<file path="config.mk">
export PLATFORM = sky130hd
export DESIGN_NAME = upset_page_seq
export DESIGN_NICKNAME = d
export VERILOG_FILES = /design/src/rtl/upset_seq_pkg.sv /design/src/rtl/upset_seq_timer.sv /design/src/rtl/upset_seq_fsm.sv /design/src/rtl/upset_page_path.sv /design/src/rtl/upset_page_seq.sv
export SDC_FILE = /design/constraint.sdc
export NUM_CORES = 1
export LEC_CHECK = 0
export BUFFER_PORTS_ARGS = -buffer_cell sky130_fd_sc_hd__buf_2
export CAP_MARGIN = 20
export CELL_PAD_IN_SITES_DETAIL_PLACEMENT = 0
export CELL_PAD_IN_SITES_GLOBAL_PLACEMENT = 1
export CORE_ASPECT_RATIO = 0.5
export CORE_MARGIN = 2
export CORE_UTILIZATION = 26
export DETAILED_ROUTE_END_ITERATION = 8
export PLACE_DENSITY_LB_ADDON = 0.25
export SYNTH_ARGS = -nofsm -noshare
export SYNTH_HDL_FRONTEND = slang
export SYNTH_SLANG_ARGS = --single-unit
</file>
<file path="constraint.sdc">
create_clock -name clk -period 1.99 [get_ports clk]
set_input_delay 0.398 -clock clk [delete_from_list [all_inputs] [get_ports clk]]
set_output_delay 0.398 -clock clk [all_outputs]
set_load 0.03 [all_outputs]
</file>
<file path="src/rtl/upset_seq_pkg.sv">
package upset_seq_pkg;
    typedef enum logic [2:0] {
        ST_RESET,
        ST_LOAD,
        ST_SOAK,
        ST_RESTORE,
        ST_NMI,
        ST_READBACK,
        ST_ABORT
    } seq_state_t;
endpackage

</file>
<file path="src/rtl/upset_seq_timer.sv">
module upset_seq_timer #(
    parameter int CNT_W = 24,
    parameter int INIT  = 7
) (
    input  logic             clk,
    input  logic             rst_n,
    input  logic             load,
    input  logic [CNT_W-1:0] load_val,
    output logic             expired
);
    localparam logic [CNT_W-1:0] INIT_V = CNT_W'(INIT);

    logic [CNT_W-1:0] cnt_q;

    always_ff @(posedge clk or negedge rst_n) begin
        if (!rst_n) begin
            cnt_q <= INIT_V;
        end else if (load) begin
            cnt_q <= load_val;
        end else if (cnt_q != '0) begin
            cnt_q <= cnt_q - 1'b1;
        end
    end

    assign expired = (cnt_q == '0);
endmodule

</file>
<file path="src/rtl/upset_seq_fsm.sv">
module upset_seq_fsm
    import upset_seq_pkg::*;
#(
    parameter int CNT_W   = 24,
    parameter int RST_LEN = 8,
    parameter int NMI_LEN = 4
) (
    input  logic             clk,
    input  logic             rst_n,
    input  logic             shutdown_ack,
    input  logic             readback_strobe,
    input  logic [CNT_W-1:0] cfg_soak,
    input  logic [CNT_W-1:0] cfg_timeout,
    input  logic             tmr_expired,
    output logic             tmr_load,
    output logic [CNT_W-1:0] tmr_val,
    output logic             dut_reset,
    output logic             dut_nmi,
    output logic             halt_active,
    output logic             timeout_pulse,
    output logic             page_capture
);
    localparam logic [CNT_W-1:0] RST_TC = CNT_W'(RST_LEN - 1);
    localparam logic [CNT_W-1:0] NMI_TC = CNT_W'(NMI_LEN - 1);

    seq_state_t state_q, state_d;

    // next state and phase timer reload
    always_comb begin
        state_d  = state_q;
        tmr_load = 1'b0;
        tmr_val  = '0;
        unique case (state_q)
            ST_RESET: begin
                if (tmr_expired) begin
                    state_d  = ST_LOAD;
                    tmr_load = 1'b1;
                    tmr_val  = cfg_timeout;
                end
            end
            ST_LOAD: begin
                if (shutdown_ack) begin
                    state_d  = ST_SOAK;
                    tmr_load = 1'b1;
                    tmr_val  = cfg_soak;
                end else if (tmr_expired) begin
                    state_d = ST_ABORT;
                end
            end
            ST_SOAK: begin
                if (tmr_expired) begin
                    state_d = ST_RESTORE;
                end
            end
            ST_RESTORE: begin
                state_d  = ST_NMI;
                tmr_load = 1'b1;
                tmr_val  = NMI_TC;
            end
            ST_NMI: begin
                if (tmr_expired) begin
                    state_d  = ST_READBACK;
                    tmr_load = 1'b1;
                    tmr_val  = cfg_timeout;
                end
            end
            ST_READBACK: begin
                if (readback_strobe) begin
                    state_d  = ST_RESET;
                    tmr_load = 1'b1;
                    tmr_val  = RST_TC;
                end else if (tmr_expired) begin
                    state_d = ST_ABORT;
                end
            end
            ST_ABORT: begin
                state_d  = ST_RESET;
                tmr_load = 1'b1;
                tmr_val  = RST_TC;
            end
            default: begin
                state_d  = ST_RESET;
                tmr_load = 1'b1;
                tmr_val  = RST_TC;
            end
        endcase
    end

    always_ff @(posedge clk or negedge rst_n) begin
        if (!rst_n) begin
            state_q <= ST_RESET;
        end else begin
            state_q <= state_d;
        end
    end

    // Moore outputs
    always_comb begin
        dut_reset     = 1'b0;
        dut_nmi       = 1'b0;
        halt_active   = 1'b0;
        timeout_pulse = 1'b0;
        page_capture  = 1'b0;
        unique case (state_q)
            ST_RESET: begin
                dut_reset    = 1'b1;
                page_capture = 1'b1;
            end
            ST_SOAK:     halt_active   = 1'b1;
            ST_NMI:      dut_nmi       = 1'b1;
            ST_ABORT:    timeout_pulse = 1'b1;
            ST_LOAD, ST_RESTORE, ST_READBACK: begin
            end
            default: begin
            end
        endcase
    end
endmodule

</file>
<file path="src/rtl/upset_page_path.sv">
module upset_page_path #(
    parameter int          PAGE_W    = 7,
    parameter int          OFS_W     = 8,
    parameter int          ADDR_W    = 32,
    parameter int          DATA_W    = 32,
    parameter logic [7:0]  HALT_BYTE = 8'hF4
) (
    input  logic                    clk,
    input  logic                    rst_n,
    input  logic                    capture,
    input  logic [PAGE_W-1:0]       cfg_page,
    input  logic                    halt_active,
    input  logic [ADDR_W-1:0]       dut_addr,
    input  logic [DATA_W-1:0]       mem_rdata,
    output logic [PAGE_W-1:0]       page_sel,
    output logic [PAGE_W+OFS_W-1:0] mem_addr,
    output logic [DATA_W-1:0]       dut_rdata
);
    localparam int LANES  = DATA_W / 8;
    localparam int LANE_B = (LANES > 1) ? $clog2(LANES) : 1;

    logic [PAGE_W-1:0] page_q;
    logic [DATA_W-1:0] halt_word;
    logic              unused_addr_bits;

    always_ff @(posedge clk or negedge rst_n) begin
        if (!rst_n) begin
            page_q <= '0;
        end else if (capture) begin
            page_q <= cfg_page;
        end
    end

    for (genvar g = 0; g < LANES; g++) begin : g_halt_lane
        assign halt_word[g*8 +: 8] = HALT_BYTE;
    end

    // undecoded: upper address bits are dropped, page wraps over the space
    assign mem_addr  = {page_q, dut_addr[OFS_W+LANE_B-1:LANE_B]};
    assign page_sel  = page_q;
    assign dut_rdata = halt_active ? halt_word : mem_rdata;

    assign unused_addr_bits = ^{dut_addr[ADDR_W-1:OFS_W+LANE_B], dut_addr[LANE_B-1:0]};
endmodule

</file>
<file path="src/rtl/upset_page_seq.sv">
module upset_page_seq #(
    parameter int PAGE_W  = 7,
    parameter int OFS_W   = 8,
    parameter int ADDR_W  = 32,
    parameter int DATA_W  = 32,
    parameter int CNT_W   = 24,
    parameter int RST_LEN = 8,
    parameter int NMI_LEN = 4
) (
    input  logic                    clk,
    input  logic                    rst_n,
    input  logic [PAGE_W-1:0]       cfg_test_page,
    input  logic [CNT_W-1:0]        cfg_soak_cycles,
    input  logic [CNT_W-1:0]        cfg_ack_timeout,
    input  logic                    dut_shutdown_ack,
    input  logic                    readback_strobe,
    input  logic [ADDR_W-1:0]       dut_addr,
    input  logic [DATA_W-1:0]       mem_rdata,
    output logic                    dut_reset,
    output logic                    dut_nmi,
    output logic [PAGE_W-1:0]       page_sel,
    output logic [PAGE_W+OFS_W-1:0] mem_addr,
    output logic [DATA_W-1:0]       dut_rdata,
    output logic                    halt_active,
    output logic                    timeout_pulse
);
    logic             tmr_load;
    logic [CNT_W-1:0] tmr_val;
    logic             tmr_expired;
    logic             page_capture;

    upset_seq_timer #(
        .CNT_W (CNT_W),
        .INIT  (RST_LEN - 1)
    ) u_timer (
        .clk      (clk),
        .rst_n    (rst_n),
        .load     (tmr_load),
        .load_val (tmr_val),
        .expired  (tmr_expired)
    );

    upset_seq_fsm #(
        .CNT_W   (CNT_W),
        .RST_LEN (RST_LEN),
        .NMI_LEN (NMI_LEN)
    ) u_fsm (
        .clk             (clk),
        .rst_n           (rst_n),
        .shutdown_ack    (dut_shutdown_ack),
        .readback_strobe (readback_strobe),
        .cfg_soak        (cfg_soak_cycles),
        .cfg_timeout     (cfg_ack_timeout),
        .tmr_expired     (tmr_expired),
        .tmr_load        (tmr_load),
        .tmr_val         (tmr_val),
        .dut_reset       (dut_reset),
        .dut_nmi         (dut_nmi),
        .halt_active     (halt_active),
        .timeout_pulse   (timeout_pulse),
        .page_capture    (page_capture)
    );

    upset_page_path #(
        .PAGE_W (PAGE_W),
        .OFS_W  (OFS_W),
        .ADDR_W (ADDR_W),
        .DATA_W (DATA_W)
    ) u_path (
        .clk         (clk),
        .rst_n       (rst_n),
        .capture     (page_capture),
        .cfg_page    (cfg_test_page),
        .halt_active (halt_active),
        .dut_addr    (dut_addr),
        .mem_rdata   (mem_rdata),
        .page_sel    (page_sel),
        .mem_addr    (mem_addr),
        .dut_rdata   (dut_rdata)
    );
endmodule

</file>
==> metrics.cfg <==
[setup_path]
crit_path_start=u_timer.cnt_q[14]
critPathKind=register to register
timing.rr.start=u_timer.cnt_q[14]
slowest_stage=or4_4
cp-end-kind=register
required_ns=2.15
reg2reg_to=u_timer.cnt_q[18]
crit_chain=or4_4 -> or4_4 -> o2111ai_2 -> o211ai_2
crit_top_cell=or4_4
start_kind=register
ff2ff_setup_slack_ns=0.03
reg2regPathDepth=4
crit_fanout=5
timing.critical_path.slowest_cell_delay_ns=0.58
arrival_ns=2.12

[die]
die_x_um=143
initial_utilization_pct=26.8
coreArea_um2=9450
die_h_um=73.7
fp.dieArea_um2=10600
rows=25
pin_count=181

[placement]
dpl.cell_count=556
hpwl_um=6600
pre_cts_slack_ns=-0.0892
globalplace.congestion=0.831
port_buffers=140

[global_routing]
grt_overflow_total=0
antenna_found_initial=0
grt_max_degree=35
grt_pass1_vias=2752
grt_usage_pct=16.0
grt_first_pass_wirelength_um=13100

[timing]
skew_ns=0.00710
layout_setup_ws_ns=0.0313
period_share_pct=98.4
setup_violations=0
timing.fmax_mhz=511
fin_worst_hold_slack_ns=0.210
hold_violations=0
slew_violations=0
period_minus_slack_ns=1.96
rsz0062_at_grt=yes
worst_pin_slew_ns=0.833
slew_headroom_pct=44.5

[synthesis]
postSynth.asyncResetShare_pct=100
yosys_warnings=0
avgSynthCellArea_um2=9.47
ys_ff_latch=34
synth_edf_count=0
synthesis.nets=392
synth.distinct_cells=66
synth_seq_area_share_pct=33.8
synthFlopType=dfrtp_1
netlist_area_um2=2530
syn_inst=267

[clock_network]
clk_pin_slew_ns=0.06
clk_latency_ns=0.29
htreeDepth=2
clock-sinks=34
clockRootBuffer=clkbuf_16
cts_tree=built
cts_buffers=5
clk_path_buf_depth=2

[route]
drt-total-wl_um=8490
drtPass1Iterations=4
drc_errors=0
ant_nets=0
first_iter_violations=80
vias=2712
via_per_inst=4.68
routedWlPerCell_um=14.6

[run]
cap_violations=0

[hold_path]
hold_path_class=input pin to async pin

[outcome]
status=finished clean

[layout]
finalNonFillerCells=580
fin_nets=569
fin_util_pct=42.9
n_antenna_cell=0
drive_above_1_share_pct=63.1
syn2layout_area_growth_pct=60.4

[pwr]
p_leak_nw=1.84
ir_drop_v=0.000241
power_density_nw_per_um2=734

-- worst max-delay path: cells and delay by family (launching register included) --
family	cells	cell delay (ns)
DFF	1	0.43
and+or+nand+nor	2	1.10
AOI/OAI and AO/OA	2	0.31
-- power by group --
part	internal (mW)	total [mW]	switching, mW
Combinational	0.489	0.949	0.460
Clock	0.591	0.917	0.326
Sequential	0.865	1.11	0.248
Total	1.94	2.98	1.03
-- worst max-delay path by stage --
stage	cells after the start	slack, ns	end
after global placement	6	-0.13	u_timer.cnt_q[6]
final	4	0.03	u_timer.cnt_q[18]
after global routing	7	-0.05	u_timer.cnt_q[11]
after floorplan	7	0.002	u_timer.cnt_q[18]
after detailed placement	6	-0.09	u_timer.cnt_q[6]
after CTS	8	0.001	u_timer.cnt_q[5]
-- synthesized netlist by cell type, types with 7 or more instances --
master / number / area share [%]
o21ai_0: 17 / 3.4
a21oi_1: 7 / 1.4
or2_2: 21 / 5.2
nor3_1: 13 / 2.6
xnor2_1: 12 / 4.2
nor2_1: 10 / 1.5
dfrtp_1: 31 / 31
nor2b_1: 13 / 3.2
a22oi_1: 16 / 4.8
mux2_2: 8 / 3.6
buf_4: 15 / 4.5
nand2_1: 10 / 1.5
-- flip-flops by register name (all words and copies together) (netlist names) --
register / cells
u_fsm.state_q: 3
u_path.page_sel: 7
u_timer.cnt_q: 24
-- cells in the final DEF (no fill, tap or decap), drive strengths merged, types with 10 or more instances in the layout --
cell / n
a22oi: 16
buf: 197
dfrtp: 31
nand2: 10
nor2: 11
nor2b: 13
nor3: 16
o21ai: 19
or2: 22
xnor2: 12
-- repair_timing --
item / CTS / global route
gates resized for setup: 11 / 72
pin swaps: 2 / 11
buffers inserted: 3 / 13
endpoints found under the setup margin: 43 / 37
hold buffers: 0 / 0
gates cloned: 0 / 0
-- layer usage --
metal,share of wire [%],GRT usage [%],wire [um],vias up
li1,-,-,-,1330
met1,44,19.2,3710,1288
met4,1.2,5.12,100,0
met3,5.9,3.72,503,10
met5,0,0,0,-
met2,49,28.6,4170,84
-- through the flow --
stage	instance area [um^2]	TNS, ns	power (mW)
3_5_place_dp	3540	-0.954	1.95
5_1_grt	4060	-0.237	3.15
4_1_cts	3780	0	2.91
6_report	4060	0	2.98
2_1_floorplan	2530	0	1.64
3_3_place_gp	3540	-1.68	1.93
-- cell type report --
class,count,area (um^2)
Timing Repair Buffer,197,1240
Tap cell,135,169
Clock buffer,5,125
Clock inverter,3,45.0
Fill cell,990,5390
Inverter,5,21.3
Multi-Input combinational cell,201,1590
Sequential cell,34,860
-- kinds of logic after synthesis --
family                     synth area share, %
AOI/OAI and AO/OA                         18.5
xor gates and xnor gates                  5.20
adders and majority gates                0.990
buffers and inverters                     8.37
DFF                                       33.8
muxes                                     3.56
and+or+nand+nor                           29.6
(Power assumes the default switching activity.)
